--- config.mk ---
export PLATFORM = sky130hd
export DESIGN_NAME = sstep_shift_unit
export DESIGN_NICKNAME = d
export VERILOG_FILES = /design/src/rtl/sstep_pkg.sv /design/src/rtl/sstep_lane_mux.sv /design/src/rtl/sstep_carry_pick.sv /design/src/rtl/sstep_flag_reg.sv /design/src/rtl/sstep_shift_unit.sv
export SDC_FILE = /design/constraint.sdc
export NUM_CORES = 1
export LEC_CHECK = 0
export BUFFER_PORTS_ARGS = -buffer_cell sky130_fd_sc_hd__buf_2
export CAP_MARGIN = 20
export CORE_AREA = 8 8 45 47
export DETAILED_ROUTE_END_ITERATION = 6
export DIE_AREA = 0 0 53 55
export GPL_TIMING_DRIVEN = 0
export MAX_ROUTING_LAYER = met4
export PLACE_DENSITY = 0.54
export SYNTH_ARGS = -nofsm -noshare
export SYNTH_HDL_FRONTEND = slang
export SYNTH_SLANG_ARGS = --single-unit
--- constraint.sdc ---
create_clock -name clk -period 2 [get_ports clk]
set_input_delay 0.6 -clock clk [delete_from_list [all_inputs] [get_ports clk]]
set_output_delay 0.6 -clock clk [all_outputs]
set_load 0.01 [all_outputs]
--- src/rtl/sstep_pkg.sv ---
package sstep_pkg;
  typedef enum logic [2:0] {
    OP_PASS = 3'b000,
    OP_LSR  = 3'b001,
    OP_SHL  = 3'b010,
    OP_ASR  = 3'b011,
    OP_ROL  = 3'b100,
    OP_ROR  = 3'b101,
    OP_RLC  = 3'b110,
    OP_RRC  = 3'b111
  } sstep_op_e;
endpackage

--- src/rtl/sstep_lane_mux.sv ---
module sstep_lane_mux
  import sstep_pkg::*;
#(
  parameter int W = 8
) (
  input  logic [W-1:0] d,
  input  sstep_op_e    op,
  input  logic         cin,
  output logic [W-1:0] q
);
  for (genvar i = 0; i < W; i++) begin : g_bit
    logic r_lsr, r_asr, r_ror, r_rrc;
    logic l_shl, l_rol, l_rlc;

    if (i == W-1) begin : g_top
      assign r_lsr = 1'b0;
      assign r_asr = d[W-1];
      assign r_ror = d[0];
      assign r_rrc = cin;
    end else begin : g_mid_r
      assign r_lsr = d[i+1];
      assign r_asr = d[i+1];
      assign r_ror = d[i+1];
      assign r_rrc = d[i+1];
    end

    if (i == 0) begin : g_bot
      assign l_shl = 1'b0;
      assign l_rol = d[W-1];
      assign l_rlc = cin;
    end else begin : g_mid_l
      assign l_shl = d[i-1];
      assign l_rol = d[i-1];
      assign l_rlc = d[i-1];
    end

    always_comb begin
      case (op)
        OP_PASS: q[i] = d[i];
        OP_LSR:  q[i] = r_lsr;
        OP_SHL:  q[i] = l_shl;
        OP_ASR:  q[i] = r_asr;
        OP_ROL:  q[i] = l_rol;
        OP_ROR:  q[i] = r_ror;
        OP_RLC:  q[i] = l_rlc;
        OP_RRC:  q[i] = r_rrc;
        default: q[i] = d[i];
      endcase
    end
  end
endmodule

--- src/rtl/sstep_carry_pick.sv ---
module sstep_carry_pick
  import sstep_pkg::*;
#(
  parameter int W = 8
) (
  input  logic [W-1:0] d,
  input  sstep_op_e    op,
  output logic         co,
  output logic         co_vld
);
  localparam int TOP = W - 1;

  always_comb begin
    co     = 1'b0;
    co_vld = 1'b0;
    case (op)
      OP_PASS: co = 1'b0;
      OP_LSR, OP_ASR, OP_ROR: co = d[0];
      OP_SHL, OP_ROL: co = d[TOP];
      OP_RLC: begin
        co     = d[TOP];
        co_vld = 1'b1;
      end
      OP_RRC: begin
        co     = d[0];
        co_vld = 1'b1;
      end
      default: co = 1'b0;
    endcase
  end
endmodule

--- src/rtl/sstep_flag_reg.sv ---
module sstep_flag_reg (
  input  logic clk,
  input  logic rst,
  input  logic wr_req,
  input  logic co_vld,
  input  logic co,
  output logic flag
);
  always_ff @(posedge clk) begin
    if (rst)
      flag <= 1'b0;
    else if (wr_req && co_vld)
      flag <= co;
  end
endmodule

--- src/rtl/sstep_shift_unit.sv ---
module sstep_shift_unit
  import sstep_pkg::*;
#(
  parameter int W = 8
) (
  input  logic         clk,
  input  logic         rst,
  input  logic [W-1:0] data_in,
  input  logic [2:0]   op_sel,
  input  logic         cy_wr,
  output logic [W-1:0] data_out,
  output logic         cy_out,
  output logic         cy_out_vld,
  output logic         cy_flag
);
  sstep_op_e op;
  assign op = sstep_op_e'(op_sel);

  sstep_lane_mux #(.W(W)) u_lanes (
    .d   (data_in),
    .op  (op),
    .cin (cy_flag),
    .q   (data_out)
  );

  sstep_carry_pick #(.W(W)) u_carry (
    .d      (data_in),
    .op     (op),
    .co     (cy_out),
    .co_vld (cy_out_vld)
  );

  sstep_flag_reg u_flag (
    .clk    (clk),
    .rst    (rst),
    .wr_req (cy_wr),
    .co_vld (cy_out_vld),
    .co     (cy_out),
    .flag   (cy_flag)
  );
endmodule

# --- After elaboration in Yosys (flattened, before gate mapping) ---
# Cells that the tools add are included.
word_totals:
  output_inout_bits: 11
  ff_bits: 1
  word_cells: 24
  inputBits: 14
classes:
  n_mux: 10
  eq_ne: 7
  n_reduce_logical: 6
op_table:
  columns: ["op", "count"]
  rows:
  - ["case mux 1 bit (3 select lines)", 7]
  - ["== test 3 bit, second input constant", 4]
  - ["case mux 1 bit (5 select lines)", 2]
  - ["== test 3 x 2 -> 1 bit, second input constant", 2]
  - ["OR reduction 2 bit", 2]
  - ["OR reduction 4 bit", 1]
  - ["== test 3 x 1 -> 1 bit, second input constant", 1]
  - ["logical NOT 3 bit", 1]
  - ["OR reduction 3 bit", 1]
  - ["logical AND 1 bit", 1]
  - ["2-to-1 mux 1 bit", 1]

# --- Depth between registers and ports, before layout ---
# Gate-level depths: netlist of run 1.
logic_depth:
  word_depth: 4
  depth_mapped: 5

# --- Cells and area by module ---
# A second synthesis of run 1 with hierarchy kept.
hier_totals:
  hier_cells: 41
  hier_area_um2: 291.5
by_module_without_submodules:
  columns: ["module", "n_inst", "area_each_um2", "cells_each", "seq_area_each_um2"]
  rows:
  - ["sstep_lane_mux", 1, 226.5, 33, 0.0]
  - ["sstep_flag_reg", 1, 43.8, 4, 20.0]
  - ["sstep_carry_pick", 1, 21.3, 4, 0.0]

# --- Worst setup path before layout of run 1 ---
# OpenSTA, ideal clock, no wires.
synth_path:
  path_type: "input to output"
  start: "input port op_sel[2]"
  end: "output port data_out[1]"
  path_stages: 5
  slack_ns: -0.041
  t_required_ns: 1.400
  t_arrival_ns: 1.441
  cell_sequence: "buf_6 > or2_1 > buf_6 > mux2i_1 > o21ai_0"
synth_via:
  elab_chain_cells: 3
  word_cells_on_any_way: 11
  classes_between: "eq/ne (7); mux (1); reduce/logical (3)"
synth_lines:
  columns: ["element", "line_no", "text"]
  rows:
  - ["from (decl)", "sstep_shift_unit.sv:9", "input logic [2:0] op_sel,"]
  - ["== test 3 x 1 -> 1 bit, or another cell as far along", "sstep_lane_mux.sv:38", "case (op)"]
  - ["OR reduction 4 bit (no line) / OR reduction 3 bit (equally long branches)", null, null]
  - ["case mux 1 bit (3 select lines) (*)", "sstep_lane_mux.sv:38", null]
  - ["to (decl)", "sstep_shift_unit.sv:11", "output logic [W-1:0] data_out,"]
# Mark *: on every way between the ends. The rest lies on a longest branch, timed or not.

# --- Worst setup path after layout of run 1 ---
# Same ends and word-level chain as after synthesis.

==> results of run 1 <==
==> worst max-delay path, cell delays in order <==
cell and delay [ns]:
buf_8 0.10, or2_1 0.23, buf_6 0.14, mux2i_1 0.12, o21ai_1 0.12, buf_2 0.15
==> worst paths after layout <==
check	end	slack [ns]
max	data_out[1]	-0.06
min	u_flag.flag	0.58
min reg2reg	u_flag.flag	0.58
max reg2reg	u_flag.flag	1.28
==> repair_timing <==
action                                 4_1_cts  5_1_grt
endpoints found under the hold margin        0        0
setup buffers                                2        0
setup endpoints to repair                    8        8
resized for setup                            4        2
pin swaps                                    2        0
==> cells in the final DEF (no fill, tap or decap), types with 2 or more instances in the layout <==
cell type	n
buf_2	20
buf_4	3
buf_6	3
mux2i_1	7
nand2_1	8
o21ai_0	2
o21ai_1	6
==> synth_stat cells <==
master	n	area (um^2)
a211oi_2	1	12.5
a21oi_1	1	5.00
a31oi_1	1	6.26
and2_2	1	7.51
buf_4	1	7.51
buf_6	2	22.5
clkbuf_1	1	3.75
dfxtp_1	1	20.0
inv_1	1	3.75
mux2_2	2	22.5
mux2i_1	7	70.1
nand2_1	8	30.0
nand3_1	1	5.00
nand3b_1	1	7.51
nor3b_1	1	7.51
o21a_1	1	7.51
o21ai_0	7	35.0
o21ai_1	1	5.00
o2bb2ai_1	1	8.76
or2_1	1	6.26
==> metal layers <==
metal	track usage, %	vias to the layer above
met4	0	0
met2	11.1	16
met1	7.40	158
li1	-	196
met5	-	-
met3	0.802	0
==> cell families after synthesis <==
family / after synthesis / synth area share [%]
AO/OA/AOI/OAI: 13 / 27.2
buffers and inverters: 5 / 12.8
AND/OR/NAND/NOR: 13 / 21.7
multiplexers: 9 / 31.5
flip-flops: 1 / 6.81
==> area by class of cell <==
cell class	instances	area [um^2]
fill	162	918
multi-input combinational	35	246
timing repair buffer	24	138
buffer	4	37.5
sequential	1	20.0
tap	16	20.0
inverter	1	3.75
==> per-stage QoR <==
stage                     instances  power [mW]  utilization, %  setup slack, ns
after floorplan                  41      0.0773               -           0.0352
after global placement           79       0.117            30.7           -0.157
after detailed placement         79       0.117            30.7           -0.154
after CTS                        81       0.126            32.9          -0.0639
after global routing             81       0.137            33.6           -0.107
final                            81       0.127            33.6          -0.0639
==> power by group through the flow <==
stage	clock network [mW]	logic [mW]	registers (mW)
floorplan	0	0.0546	0.0228
global placement	0	0.0943	0.0224
detailed placement	0	0.0950	0.0225
CTS	0	0.103	0.0225
global route	0	0.114	0.0229
finish	0	0.104	0.0227
==> impl_metrics.yaml, run 1 <==
setup_path:
  startpoint: "op_sel[2]"
  worst-r2r-cell-count: 3
  required_ns: 1.40
  end_kind: "primary output"
  r2r-start: "u_flag.flag"
  crit_fanout: 7
  cp.arrival_ns: 1.46
  crit_type: "input port to primary output"
  cp-start-kind: "input port"
floorplan:
  die_w_um: 53
  rows: 14
  start_util_pct: 21.2
  die_area_mm2: 0.00292
  die_y_um: 55
  coreArea_mm2: 0.00138
  ioPinCount: 25
sta:
  clock.fmax_mhz: 485
  finalHoldViolCount: 0
  final.setup.worst_slack_ns: -0.0639
  fin_skew_ns: 0
  worst_pin_slew_ns: 0.377
  rsz0062_at_grt: "true"
  fin_crit_ns: 2.06
  tns_ns: -0.307
  holdWs_ns: 0.577
  setup_viol: 8
  slew_viol_final: 0
  slew_headroom_pct: 74.9
  post-route-period-util_pct: 103
placed_design:
  dp_hpwl_um: 772
  numPortBuffers: 22
  gp_congestion: 0.634
  dpl-instance-area_um2: 424
final_layout:
  nets: 81
  diodes: 0
  fin_area_um2: 465
  largest_reg_flops: 1
  area_growth_syn_to_layout_pct: 58.3
  top_register: "u_flag.flag"
  reg.largest.list: "u_flag.flag: 1 flops"
  drive_above_1_share_pct: 49.2
drt:
  drt_first_pass_iters: 2
  finalWirelength_um: 980
  highest_layer: "met3"
  wl_met1_um: 468
  wl_per_cell_um: 12.1
  dr_wl_met2_um: 420
  drt_iter0_drc: 2
  wl_met3_um: 91
  antenna_left: 0
  drc: 0
  vias: 370
  drt-vias-per-instance: 4.57
logic_synthesis:
  avgSynthCellArea_um2: 7.17
  synth_seq_cells: 1
  yosysWarnings: 0
  syn_area_um2: 294
  syn_nets: 55
  ys_seq_area_share_pct: 6.81
  synthDistinctLibCells: 20
  netlist_instances: 41
hold_path:
  whs_path_depth: 3
  hold_path_class: "register to register"
  holdCritStartpoint: "u_flag.flag"
job:
  drv_cap: 0
cts:
  clkTransAtPathRegs_ns: 0
  clk_latency_ns: 0
  cts.hold.buffers_added: 0
power:
  p_comb_share_pct: 82.1
  clockPowerShare_pct: 0
  switching_share_pct: 40.6
  p_leak_nw: 0.248
  irDropWorstVdd_mv: 0.181
  pwr-share-seq_pct: 17.9
  switchingPower_uw: 51.5
  p_int_uw: 75.3
  p_per_area_mw_per_mm2: 272
global_routing:
  grt_use_total_pct: 6.12
  grt_pass1_vias: 331
  antenna_found_initial: 0
  grt_overflow: 0
  grt_max_degree: 11
  grt_pass1_wl_um: 1420
run_status:
  violations: "setup timing"
  status: "finished with violations"
Note: power is estimated with default switching activity, not from simulation.
==> run 2: changes to the inputs <==
- REMOVE_ABC_BUFFERS: default -> 1
- SKIP_CTS_REPAIR_TIMING: default -> 1
==> run 2 against run 1 <==
Compared with the run above:
- via count decreased by 5.9%
- routed wire length is 13% lower
- highest routed layer unchanged
- critical path type unchanged
- the run still ends with setup timing left
- total power down 6.6%
==> impl_metrics.yaml, run 2 (synthesized netlist as in run 1, its figures left out) <==
floorplan:
  die_area_mm2: 0.00292
  ioPinCount: 25
  coreArea_mm2: 0.00138
  die_y_um: 55
  rows: 14
  die_w_um: 53
  start_util_pct: 21.2
job:
  drv_cap: 0
setup_path:
  max_stage_delay_ns: 0.30
  required_ns: 1.40
  crit_fanout: 8
  rrSetupSlack_ns: 1.31
  rr_endpoint: "u_flag.flag"
  cp.arrival_ns: 1.41
  crit_type: "input port to primary output"
  r2r-start: "u_flag.flag"
  worst-r2r-cell-count: 3
  crit_chain: "buf_12, or2_4, mux2i_1, o21ai_1, buf_2"
  cp_slowest_cell: "or2_4"
  end_kind: "primary output"
  cp-start-kind: "input port"
drt:
  wl_per_cell_um: 11.0
  drt-vias-per-instance: 4.52
  drt_iter0_drc: 4
  antenna_left: 0
  drc: 0
  finalWirelength_um: 848
  drt_first_pass_iters: 3
  vias: 348
sta:
  tns_ns: -0.0116
  fin_crit_ns: 2.01
  clock.fmax_mhz: 499
  final.setup.worst_slack_ns: -0.00551
  post-route-period-util_pct: 100
  holdWs_ns: 0.558
  setup_viol: 3
  finalHoldViolCount: 0
  slew_headroom_pct: 81.9
  fin_skew_ns: 0
  worst_pin_slew_ns: 0.271
  rsz0062_at_grt: "true"
  slew_viol_final: 0
power:
  pwr-share-seq_pct: 19.0
  p_comb_share_pct: 81.0
  switching_share_pct: 40.6
  switchingPower_uw: 48.1
  p_int_uw: 70.4
  irDropWorstVdd_mv: 0.162
  p_leak_nw: 0.227
  clockPowerShare_pct: 0
  p_per_area_mw_per_mm2: 275
final_layout:
  drive_above_1_share_pct: 47.5
  final_cells: 77
  nets: 77
  seq_area_um2: 20.0
  n_fill_cell: 156
  diodes: 0
  fin_area_um2: 430
  reg.largest.list: "u_flag.flag: 1 flops"
  area_growth_syn_to_layout_pct: 46.4
  layout_common_cells: "21 x buf_2, 8 x nand2_1, 7 x mux2i_1"
  layout_commonest_cell: "buf_2"
  top_register: "u_flag.flag"
  largest_reg_flops: 1
  multi_input_area_um2: 239
  fin_util_pct: 31.1
placed_design:
  gp_congestion: 0.648
  dpl-instance-area_um2: 400
  numPortBuffers: 24
  dp.cells: 77
  dp_hpwl_um: 729
global_routing:
  grt_use_total_pct: 5.67
  antenna_found_initial: 0
  grt_overflow: 0
  grt_max_degree: 18
  grt_pass1_vias: 337
  grt_pass1_wl_um: 1380
cts:
  clk_latency_ns: 0
  clkTransAtPathRegs_ns: 0
hold_path:
  holdCritStartpoint: "u_flag.flag"
  whs_endpoint: "u_flag.flag"
  hold_path_class: "register to register"
  whs_path_depth: 3
run_status:
  violations: "setup timing"
  status: "finished with violations"
run 2: final cells by class:
cell class,count,share of cell area (%)
Inverter,1,0.872
Tap cell,16,4.65
Multi-Input combinational cell,35,55.5
Sequential cell,1,4.65
Timing Repair Buffer,24,34.3
run 2: power by group through the flow:
stage / registers, mW / logic (mW) / clock network [mW]
2_1_floorplan: 0.0228 / 0.0424 / 0
3_3_place_gp: 0.0224 / 0.0881 / 0
3_5_place_dp: 0.0224 / 0.0881 / 0
4_1_cts: 0.0224 / 0.0885 / 0
5_1_grt: 0.0226 / 0.106 / 0
6_report: 0.0224 / 0.0960 / 0
run 2: routing by layer:
metal  GRT usage, %  wire length [um]
met1           8.31               460
met2           8.40               309
met3          0.802                78
met4              0                 0
met5              -                 0
run 2: critical path, delay by kind of cell:
kind / cells / cell delay [ns]
simple gates: 1 / 0.30
buf+inv: 2 / 0.25
mux: 1 / 0.13
compound gates: 1 / 0.13
run 2: worst max path at each step:
stage                          from     endpoint  cells past startpoint
after detailed placement  op_sel[1]  data_out[7]                      5
after floorplan           op_sel[1]  data_out[1]                      3
after global placement    op_sel[1]  data_out[6]                      5
after CTS                 op_sel[1]  data_out[7]                      5
after global routing      op_sel[2]  data_out[4]                      5
final                     op_sel[2]  data_out[4]                      5
run 2: metrics by stage:
| step | setup slack, ns | total power [mW] |
|---|---|---|
| after floorplan | 0.0211 | 0.0651 |
| after global placement | -0.204 | 0.111 |
| after detailed placement | -0.204 | 0.111 |
| after CTS | -0.206 | 0.111 |
| after global routing | -0.0694 | 0.128 |
| final | -0.00551 | 0.118 |
==> run 3: changes to the inputs <==
- clock period: 2 -> 2.4 ns (I/O delays scaled with it)
==> run 3 against run 2 <==
Compared with the run above:
- the flow now finishes without violations
- utilization down 2.0 points
- first-iteration DRC count up 75%
- sequential share of layout area up 0.32 points
- largest cell class unchanged
- largest power group unchanged
==> impl_metrics.yaml, run 3 (synthesized netlist as in run 1, its figures left out) <==
final_layout:
  top_register: "u_flag.flag"
  drive_above_1_share_pct: 47.5
  layout_common_cells: "24 x buf_2, 8 x nand2_1, 7 x mux2i_1"
  reg.largest.list: "u_flag.flag: 1 flops"
  layout_commonest_cell: "buf_2"
  final_cells: 77
  area_growth_syn_to_layout_pct: 37.0
  largest_reg_flops: 1
  diodes: 0
  n_fill_cell: 159
  nets: 77
setup_path:
  cp_top_family: "simple AND/OR/NAND/NOR gates"
  cp-start-kind: "input port"
  endpoint: "data_out[7]"
  startpoint: "op_sel[2]"
  crit_fanout: 8
  cp.arrival_ns: 1.61
  rr_endpoint: "u_flag.flag"
  r2r-start: "u_flag.flag"
  worst-r2r-cell-count: 3
  end_kind: "primary output"
  max_stage_delay_ns: 0.31
  cpMostUsedCell: "buf_2"
  crit_type: "input port to primary output"
  crit_chain: "buf_2, or2_4, a211oi_2, a31oi_1, buf_2"
  cp_slowest_cell: "or2_4"
  rrSetupSlack_ns: 1.71
  required_ns: 1.68
  cp_num_buf_inv: 2
  cp.depth: 5
floorplan:
  die_w_um: 53
  ioPinCount: 25
  die_y_um: 55
  start_util_pct: 21.2
  die_area_mm2: 0.00292
  coreArea_mm2: 0.00138
  rows: 14
power:
  p_leak_nw: 0.218
  p_int_uw: 52.6
  switching_share_pct: 42.6
  switchingPower_uw: 39.1
  irDropWorstVdd_mv: 0.135
  p_per_area_mw_per_mm2: 228
  pwr-share-seq_pct: 20.4
  clockPowerShare_pct: 0
  p_comb_share_pct: 79.6
sta:
  fin_crit_ns: 2.33
  slew_viol_final: 0
  setup_viol: 0
  worst_pin_slew_ns: 0.250
  finalHoldViolCount: 0
  post-route-period-util_pct: 97.3
  slew_headroom_pct: 83.3
  clock.fmax_mhz: 428
  holdWs_ns: 0.558
  fin_skew_ns: 0
  rsz0062_at_grt: "false"
drt:
  vias: 347
  drt_first_pass_iters: 3
  drt-vias-per-instance: 4.51
  drt_iter0_drc: 7
  wl_per_cell_um: 11.1
  antenna_left: 0
  finalWirelength_um: 852
  drc: 0
global_routing:
  grt_use_total_pct: 5.67
  grt_pass1_wl_um: 1380
  grt_max_degree: 18
  grt_pass1_vias: 337
  antenna_found_initial: 0
  grt_overflow: 0
cts:
  clk_latency_ns: 0
  clkTransAtPathRegs_ns: 0
run_status:
  status: "complete, no violations"
job:
  drv_cap: 0
placed_design:
  dp.cells: 77
  gp_congestion: 0.648
  dp_hpwl_um: 729
  numPortBuffers: 24
hold_path:
  hold_path_class: "register to register"
  holdCritStartpoint: "u_flag.flag"
## run 3: power by group through the flow
stage | Combinational, mW | Sequential, mW | Clock, mW
floorplan | 0.0353 | 0.0190 | 0
global placement | 0.0734 | 0.0187 | 0
detailed placement | 0.0734 | 0.0187 | 0
CTS | 0.0737 | 0.0187 | 0
global route | 0.0811 | 0.0188 | 0
finish | 0.0730 | 0.0187 | 0
## run 3: tightest hold or removal path: stages, from the launching register on
cell and delay [ns]:
dfxtp_1 0.31, inv_1 0.06, a21oi_1 0.05, o21a_1 0.08
## run 3: how the worst min path moves through the flow
stage	to	slack, ns	depth (start not counted)
6_report	u_flag.flag	0.56	3
3_5_place_dp	u_flag.flag	0.56	3
2_1_floorplan	u_flag.flag	0.57	3
5_1_grt	u_flag.flag	0.60	3
3_3_place_gp	u_flag.flag	0.56	3
4_1_cts	u_flag.flag	0.56	3
## run 3: through the flow
step                power [mW]  setup TNS, ns  utilization (%)  instance area, um^2  setup WS (ns)
finish                  0.0918              0             29.1                  403         0.0657
global route            0.0999              0             29.1                  403        0.00232
CTS                     0.0924         -0.235             28.9                  400        -0.0463
detailed placement      0.0921         -0.234             28.9                  400        -0.0439
global placement        0.0921         -0.209             28.9                  400        -0.0437
floorplan               0.0543              0                -                  260          0.181
## run 3: layout make-up
| cell class | instances | area (um^2) | area share, % |
|---|---|---|---|
| multi-input cells | 35 | 239 | 59.3 |
| repair buffers | 24 | 120 | 29.8 |
| flip-flops and latches | 1 | 20.0 | 4.97 |
| well taps | 16 | 20.0 | 4.97 |
| inverters | 1 | 3.75 | 0.932 |
## run 3: per-layer routing
metal,up-vias,part of all wire (%),track usage [%]
met4,0,0,0
met3,0,9.2,0.802
met2,18,38,8.40
li1,188,-,-
met5,-,0,-
met1,141,53,8.31
